<file path="src/rtl/xirq_pkg.sv">
package xirq_pkg;

   typedef enum logic [1:0] {
      SENSE_LVL_HI = 2'b00,
      SENSE_RISE   = 2'b01,
      SENSE_FALL   = 2'b10,
      SENSE_LVL_LO = 2'b11
   } sense_e;

   localparam int CTRL_W    = 32;
   localparam int CLR_TOP   = 27;
   localparam int MODE_TOP  = 23;
   localparam int MEE_BIT   = 12;
   localparam int EN_TOP    = 11;
   localparam int ROUTE_BIT = 0;

   function automatic int clr_pos(input int n);
      return CLR_TOP - n;
   endfunction

   function automatic int en_pos(input int n);
      return EN_TOP - n;
   endfunction

   function automatic int mode_hi(input int n);
      return MODE_TOP - 2 * n;
   endfunction

endpackage

</file>
<file path="src/rtl/xirq_sync.sv">
module xirq_sync #(
   parameter int STAGES = 2
) (
   input  logic clk,
   input  logic rst_n,
   input  logic d_i,
   output logic q_o
);
   generate
      if (STAGES < 2) begin : g_bad_depth
         $error("xirq_sync: STAGES must be at least 2");
      end
   endgenerate

   logic [STAGES-1:0] chain_q;

   always_ff @(posedge clk or negedge rst_n) begin
      if (!rst_n) begin
         chain_q <= '0;
      end else begin
         chain_q <= {chain_q[STAGES-2:0], d_i};
      end
   end

   assign q_o = chain_q[STAGES-1];
endmodule

</file>
<file path="src/rtl/xirq_pin_sense.sv">
module xirq_pin_sense
   import xirq_pkg::*;
(
   input  logic   clk,
   input  logic   rst_n,
   input  logic   lvl_i,
   input  sense_e mode_i,
   input  logic   clr_i,
   output logic   pend_o
);
   logic prev_q;
   logic lat_q;
   logic hit;
   logic is_edge;

   always_ff @(posedge clk or negedge rst_n) begin
      if (!rst_n) begin
         prev_q <= 1'b0;
      end else begin
         prev_q <= lvl_i;
      end
   end

   always_comb begin
      unique case (mode_i)
         SENSE_RISE: hit = lvl_i & ~prev_q;
         SENSE_FALL: hit = ~lvl_i & prev_q;
         default:    hit = 1'b0;
      endcase
   end

   assign is_edge = (mode_i == SENSE_RISE) || (mode_i == SENSE_FALL);

   // A new edge takes precedence over a clear in the same cycle
   always_ff @(posedge clk or negedge rst_n) begin
      if (!rst_n) begin
         lat_q <= 1'b0;
      end else if (is_edge) begin
         lat_q <= (lat_q & ~clr_i) | hit;
      end else begin
         lat_q <= 1'b0;
      end
   end

   always_comb begin
      unique case (mode_i)
         SENSE_LVL_HI: pend_o = lvl_i;
         SENSE_LVL_LO: pend_o = ~lvl_i;
         default:      pend_o = lat_q;
      endcase
   end
endmodule

</file>
<file path="src/rtl/xirq_ctrl_reg.sv">
module xirq_ctrl_reg
   import xirq_pkg::*;
#(
   parameter int NPIN = 4
) (
   input  logic                      clk,
   input  logic                      rst_n,
   input  logic                      wr_en,
   input  logic [CTRL_W-1:0]         wr_data,
   output logic [NPIN-1:0][1:0]      mode_o,
   output logic [NPIN-1:0]           en_o,
   output logic                      mee_o,
   output logic                      route_o,
   output logic [NPIN-1:0]           clr_o
);
   logic [NPIN-1:0][1:0] mode_q;
   logic [NPIN-1:0]      en_q;
   logic                 mee_q;
   logic                 route_q;
   logic [NPIN-1:0][1:0] mode_d;
   logic [NPIN-1:0]      en_d;
   logic                 unused_wr_bits;

   always_comb begin
      for (int n = 0; n < NPIN; n++) begin
         mode_d[n] = wr_data[mode_hi(n) -: 2];
         en_d[n]   = wr_data[en_pos(n)];
         clr_o[n]  = wr_en & wr_data[clr_pos(n)];
      end
   end

   always_ff @(posedge clk or negedge rst_n) begin
      if (!rst_n) begin
         mode_q  <= '0;
         en_q    <= '0;
         mee_q   <= 1'b0;
         route_q <= 1'b0;
      end else if (wr_en) begin
         mode_q  <= mode_d;
         en_q    <= en_d;
         mee_q   <= wr_data[MEE_BIT];
         route_q <= wr_data[ROUTE_BIT];
      end
   end

   assign unused_wr_bits = ^{wr_data[31:28], wr_data[15:13], wr_data[7:1]};

   assign mode_o  = mode_q;
   assign en_o    = en_q;
   assign mee_o   = mee_q;
   assign route_o = route_q;
endmodule

</file>
<file path="src/rtl/xirq_cond.sv">
module xirq_cond
   import xirq_pkg::*;
#(
   parameter int NPIN        = 4,
   parameter int DATA_W      = 32,
   parameter int SYNC_STAGES = 2
) (
   input  logic              clk,
   input  logic              rst_n,
   input  logic              wr_en,
   input  logic [DATA_W-1:0] wr_data,
   output logic [DATA_W-1:0] rd_data,
   input  logic [NPIN-1:0]   pin_i,
   output logic              crit_req_o,
   output logic [NPIN-2:0]   main_req_o
);
   localparam int NMAIN = NPIN - 1;

   generate
      if (DATA_W != CTRL_W) begin : g_bad_width
         $error("xirq_cond: DATA_W must equal the control word width");
      end
      if (NPIN < 2 || NPIN > 4) begin : g_bad_pins
         $error("xirq_cond: NPIN must be between 2 and 4");
      end
   endgenerate

   logic [NPIN-1:0][1:0] mode;
   logic [NPIN-1:0]      en;
   logic                 mee;
   logic                 route;
   logic [NPIN-1:0]      clr;
   logic [NPIN-1:0]      lvl;
   logic [NPIN-1:0]      pend;
   logic [NPIN-1:0]      req;

   xirq_ctrl_reg #(.NPIN(NPIN)) u_reg (
      .clk     (clk),
      .rst_n   (rst_n),
      .wr_en   (wr_en),
      .wr_data (wr_data),
      .mode_o  (mode),
      .en_o    (en),
      .mee_o   (mee),
      .route_o (route),
      .clr_o   (clr)
   );

   generate
      for (genvar n = 0; n < NPIN; n++) begin : g_pin
         xirq_sync #(.STAGES(SYNC_STAGES)) u_sync (
            .clk   (clk),
            .rst_n (rst_n),
            .d_i   (pin_i[n]),
            .q_o   (lvl[n])
         );

         xirq_pin_sense u_sense (
            .clk    (clk),
            .rst_n  (rst_n),
            .lvl_i  (lvl[n]),
            .mode_i (sense_e'(mode[n])),
            .clr_i  (clr[n]),
            .pend_o (pend[n])
         );

         assign req[n] = pend[n] & en[n] & mee;
      end
   endgenerate

   assign crit_req_o = req[0];
   assign main_req_o = req[NMAIN:1];

   always_comb begin
      rd_data            = '0;
      rd_data[MEE_BIT]   = mee;
      rd_data[ROUTE_BIT] = route;
      for (int n = 0; n < NPIN; n++) begin
         rd_data[clr_pos(n)]      = pend[n];
         rd_data[mode_hi(n) -: 2] = mode[n];
         rd_data[en_pos(n)]       = en[n];
      end
   end
endmodule

</file>
<file path="config.mk">
export PLATFORM = sky130hd
export DESIGN_NAME = xirq_cond
export DESIGN_NICKNAME = d
export VERILOG_FILES = /design/src/rtl/xirq_pkg.sv /design/src/rtl/xirq_sync.sv /design/src/rtl/xirq_pin_sense.sv /design/src/rtl/xirq_ctrl_reg.sv /design/src/rtl/xirq_cond.sv
export SDC_FILE = /design/constraint.sdc
export NUM_CORES = 1
export LEC_CHECK = 0
export ABC_AREA = 1
export BUFFER_PORTS_ARGS = -buffer_cell sky130_fd_sc_hd__buf_2
export CORE_MARGIN = 4
export CORE_UTILIZATION = 45
export DETAILED_ROUTE_END_ITERATION = 16
export PLACE_DENSITY_LB_ADDON = 0.25
export SETUP_SLACK_MARGIN = 0.5
export SYNTH_ARGS = -nofsm -noshare
export SYNTH_HDL_FRONTEND = slang
export SYNTH_SLANG_ARGS = --single-unit
</file>
<file path="constraint.sdc">
create_clock -name clk -period 3.6 [get_ports clk]
set_clock_uncertainty 0.1 [all_clocks]
set_input_delay 0.9 -clock clk [delete_from_list [all_inputs] [get_ports clk]]
set_output_delay 0.9 -clock clk [all_outputs]
set_load 0.02 [all_outputs]
</file>
==> report_table.html <==
<table>
<tr><th>Metric</th><th>Value</th></tr>
<tr><th colspan="2">STA</th></tr>
<tr><td>RSZ-0062 raised after global routing</td><td>no</td></tr>
<tr><td>Setup-failing EPs final</td><td>0</td></tr>
<tr><td>Min cycle time layout</td><td>2.699 ns</td></tr>
<tr><td>Number of max-slew violations in the final report</td><td>0</td></tr>
<tr><td>Worst max-slew margin expressed relative to the limit</td><td>between 50% and 60%</td></tr>
<tr><td>Final hold vios</td><td>0</td></tr>
<tr><td>Fin crit share</td><td>about three quarters</td></tr>
<tr><td>Worst slew pin tran</td><td>around 0.65 ns</td></tr>
<tr><td>Setup Total Neg Slack</td><td>0 ns</td></tr>
<tr><td>Maximum frequency from static timing analysis</td><td>370.5 MHz</td></tr>
<tr><td>Slack of the critical path</td><td>about 0.90 ns</td></tr>
<tr><th colspan="2">Setup path</th></tr>
<tr><td>Family with the most delay on the worst path</td><td>flip-flops</td></tr>
<tr><td>Crit path buffers/inverters</td><td>4</td></tr>
<tr><td>Most frequent cell on the critical path</td><td>inv_1</td></tr>
<tr><td>Worst EP arrival</td><td>1.70 ns</td></tr>
<tr><td>Max FO, Critical Path</td><td>4</td></tr>
<tr><td>Kind of critical path</td><td>register to output port</td></tr>
<tr><td>Endpoint class of the critical path</td><td>output port</td></tr>
<tr><td>Worst EP required</td><td>roughly 2.6 ns</td></tr>
<tr><td>R2R cell count</td><td>6</td></tr>
<tr><td>Cell at the slowest stage of the critical path</td><td>dfrtp_1</td></tr>
<tr><td>Type of origin of the critical path</td><td>register</td></tr>
<tr><td>Reg2Reg Capture Point</td><td>g_pin[1].u_sense.lat_q</td></tr>
<tr><td>Register-to-register setup slack</td><td>around 2.5 ns</td></tr>
<tr><td>CP Cell Sequence</td><td>inv_1 -&gt; ha_1 -&gt; inv_1 -&gt; or2_2 -&gt; nand2_1 -&gt; inv_1 -&gt; buf_2</td></tr>
<tr><td>Largest stage delay, worst path</td><td>roughly 0.41 ns</td></tr>
<tr><td>Start of the worst register-to-register path</td><td>u_reg.mode_o[2]</td></tr>
<tr><th colspan="2">Pwr</th></tr>
<tr><td>Power per Cell Area</td><td>~420 nW/µm²</td></tr>
<tr><td>Overall Power</td><td>between 0.7 and 0.8 mW</td></tr>
<tr><td>Worst ir drop on vdd</td><td>~0.00021 V</td></tr>
<tr><td>Leakage power total</td><td>roughly 1.1 nW</td></tr>
<tr><th colspan="2">GRT</th></tr>
<tr><td>Antenna violations before repair</td><td>0</td></tr>
<tr><td>Total track usage</td><td>12.10%</td></tr>
<tr><td>Pin count of the biggest net entering global routing</td><td>31</td></tr>
<tr><td>First-pass GRT wire length</td><td>roughly 4100 µm</td></tr>
<tr><td>Vias in the first global route</td><td>940</td></tr>
<tr><td>Global-route congestion overflow total</td><td>0</td></tr>
<tr><th colspan="2">Die</th></tr>
<tr><td>Full die area</td><td>between 4000 and 5000 µm²</td></tr>
<tr><td>Width of the die</td><td>67.98 µm</td></tr>
<tr><td>Vertical die dimension</td><td>between 60 and 70 µm</td></tr>
<tr><td>Std-Cell Rows</td><td>21</td></tr>
<tr><td>Initial Util</td><td>a little under half</td></tr>
<tr><td>Number of I/O pins</td><td>75</td></tr>
<tr><td>Placeable core region</td><td>3416 µm²</td></tr>
<tr><th colspan="2">Detailed routing</th></tr>
<tr><td>Residual antenna-violating net count after detailed routing</td><td>0</td></tr>
<tr><td>Vias</td><td>~1100</td></tr>
<tr><td>Total wirelength of the detailed-routed design</td><td>between 2000 and 3000 µm</td></tr>
<tr><td>Via-per-instance ratio</td><td>between 4 and 5</td></tr>
<tr><td>Average wire per standard cell</td><td>roughly 10 µm</td></tr>
<tr><td>First DRT Iteration DRCs</td><td>46</td></tr>
<tr><td>First drt pass iteration count</td><td>3</td></tr>
<tr><td>Residual DRC count</td><td>0</td></tr>
<tr><th colspan="2">Clocking</th></tr>
<tr><td>Clock tree from TritonCTS</td><td>done</td></tr>
<tr><td>Deepest clock path buffer count</td><td>2</td></tr>
<tr><td>CTS H-Tree Depth</td><td>2</td></tr>
<tr><td>Number of buffers added to fix hold violations after cts</td><td>0</td></tr>
<tr><td>Register clock-pin slew on the reported worst setup and hold paths</td><td>~0.090 ns</td></tr>
<tr><td>Num CTS Buffers</td><td>5</td></tr>
<tr><td>Number of instances resized during post-cts repair</td><td>0</td></tr>
<tr><td>Sinks on Clock Net</td><td>30</td></tr>
<tr><td>Total setup buffers inserted after CTS</td><td>0</td></tr>
<tr><td>Clock Root Buffer</td><td>clkbuf_4</td></tr>
<tr><td>Clk_lat worst skew</td><td>~0.31 ns</td></tr>
<tr><th colspan="2">Status</th></tr>
<tr><td>Outcome</td><td>finished clean</td></tr>
<tr><th colspan="2">Logic synthesis</th></tr>
<tr><td>Total number of yosys warnings</td><td>0</td></tr>
<tr><td>Avg Inst Size Synth</td><td>around 9.4 µm²</td></tr>
<tr><td>Flop and latch count out of synthesis</td><td>30</td></tr>
<tr><td>Synthesized cell area</td><td>approximately 1600 µm²</td></tr>
<tr><td>Share of synthesized area occupied by flip-flops and latches</td><td>between 40% and 50%</td></tr>
<tr><td>Synth cell types</td><td>15</td></tr>
<tr><td>Mapped Cells</td><td>about 170</td></tr>
<tr><th colspan="2">Final layout</th></tr>
<tr><td>Area used by multi-input combinational logic</td><td>~630 µm²</td></tr>
<tr><td>Share of post-route cells with drive strength above 1</td><td>29.17%</td></tr>
<tr><td>Seq. cell area</td><td>~750 µm²</td></tr>
<tr><td>Growth of design area from synthesis to finish</td><td>13.29%</td></tr>
<tr><td>Final antenna diode count</td><td>0</td></tr>
<tr><td>Final #Nets</td><td>270</td></tr>
<tr><td>Filler cells</td><td>about 350</td></tr>
<tr><th colspan="2">Place</th></tr>
<tr><td>Global placement routability congestion</td><td>~0.75</td></tr>
<tr><td>HPWL Detailed</td><td>~2000 µm</td></tr>
<tr><td>I/O Buffers</td><td>46</td></tr>
<tr><td>Setup Slack @ Placement</td><td>approximately 1.2 ns</td></tr>
<tr><th colspan="2">Job</th></tr>
<tr><td>Number of max-cap violations</td><td>0</td></tr>
<tr><th colspan="2">Min path</th></tr>
<tr><td>Count of cells along the worst hold path</td><td>0</td></tr>
<tr><td>HP Class</td><td>register to register</td></tr>
<tr><td>Hold Path End</td><td>g_pin[3].u_sync.chain_q[1]</td></tr>
<tr><td>Startpoint of the most critical hold path</td><td>g_pin[3].u_sync.chain_q[0]</td></tr>
</table>
==> logic make-up (layout without fill, tap and decap cells) <==
logic type,after synthesis,in the layout,synth area share (%)
buf+inv,51,82,17.70
flops,30,30,46.37
compound gates,8,8,2.473
simple gates,60,60,15.76
fa+ha+maj,16,16,12.36
mux,6,6,5.101
other cells,1,14,0.2316
==> power breakdown <==
part | switching (mW) | internal (mW) | leakage [nW]
registers | 0.0201 | 0.362 | 0.362
clock network | 0.107 | 0.0946 | 0.0353
logic | 0.118 | 0.0703 | 0.699
total | 0.246 | 0.527 | 1.10
==> cells in the mapped netlist <==
| master | count | area [µm²] |
|---|---|---|
| buf_2 | 1 | 5.000 |
| buf_4 | 20 | 150.1 |
| buf_6 | 1 | 11.26 |
| buf_8 | 1 | 15.01 |
| conb_1 | 1 | 3.750 |
| dfrtp_1 | 30 | 750.7 |
| ha_1 | 16 | 200.2 |
| inv_1 | 28 | 105.1 |
| mux2_2 | 2 | 22.52 |
| mux2_4 | 4 | 60.06 |
| nand2_1 | 36 | 135.1 |
| nand3_1 | 16 | 80.08 |
| nor2_1 | 4 | 15.01 |
| o21ai_0 | 8 | 40.04 |
| or2_2 | 4 | 25.02 |
==> layout make-up <==
| type | count | share of cell area, % |
|---|---|---|
| clock inverter | 1 | 0.2729 |
| multi-input combinational | 104 | 34.38 |
| tap | 46 | 3.138 |
| inverter | 28 | 5.730 |
| timing repair buffer | 46 | 12.55 |
| clock buffer | 7 | 3.001 |
| sequential | 30 | 40.93 |
==> routing by layer <==
| metal | vias up | global-route usage, % | part of all wire, % |
|---|---|---|---|
| li1 | 574 | - | - |
| met1 | 497 | 15.90 | 43 |
| met2 | 40 | 18.17 | 48 |
| met3 | 2 | 4.433 | 9.0 |
| met4 | 0 | 4.467 | 0.57 |
| met5 | - | 0 | 0 |
==> worst max-delay path by stage <==
stage	slack, ns	startpoint	cells past startpoint	end
6_report	0.90	u_reg.mode_o[7]	7	rd_data[24]
5_1_grt	0.75	u_reg.mode_o[3]	7	main_req_o[0]
4_1_cts	0.85	u_reg.mode_o[7]	7	rd_data[24]
3_5_place_dp	1.24	u_reg.mode_o[7]	7	rd_data[24]
3_3_place_gp	1.24	u_reg.mode_o[0]	7	crit_req_o
2_1_floorplan	1.18	u_reg.mode_o[6]	7	rd_data[24]
==> state kept, by name, indices dropped and copies added (netlist names) <==
signal,flops
u_reg.en_o,4
g_pin.u_sense.prev_q,4
g_pin.u_sense.lat_q,4
u_reg.mee_o,1
u_reg.route_o,1
g_pin.u_sync.chain_q,8
u_reg.mode_o,8
==> layout by cell type (no fill, tap or decap), drive strengths merged <==
cell    count
clkinv      1
clkbuf      7
nor2        4
dfrtp      30
inv        28
or2         4
nand2      36
nand3      16
buf        46
ha         16
o21ai       8
conb       14
mux2        6
==> metrics by stage <==
step	cell area [µm²]	hold slack, ns	utilization, %	cells
global route	1834	0.2649	53.70	262
CTS	1834	0.2563	53.70	262
floorplan	1668	0.2312	-	185
finish	1834	0.2567	53.70	262
detailed placement	1774	0.2379	51.94	254
global placement	1774	0.2313	51.94	254
No activity file was read; power rests on OpenSTA's default activity.
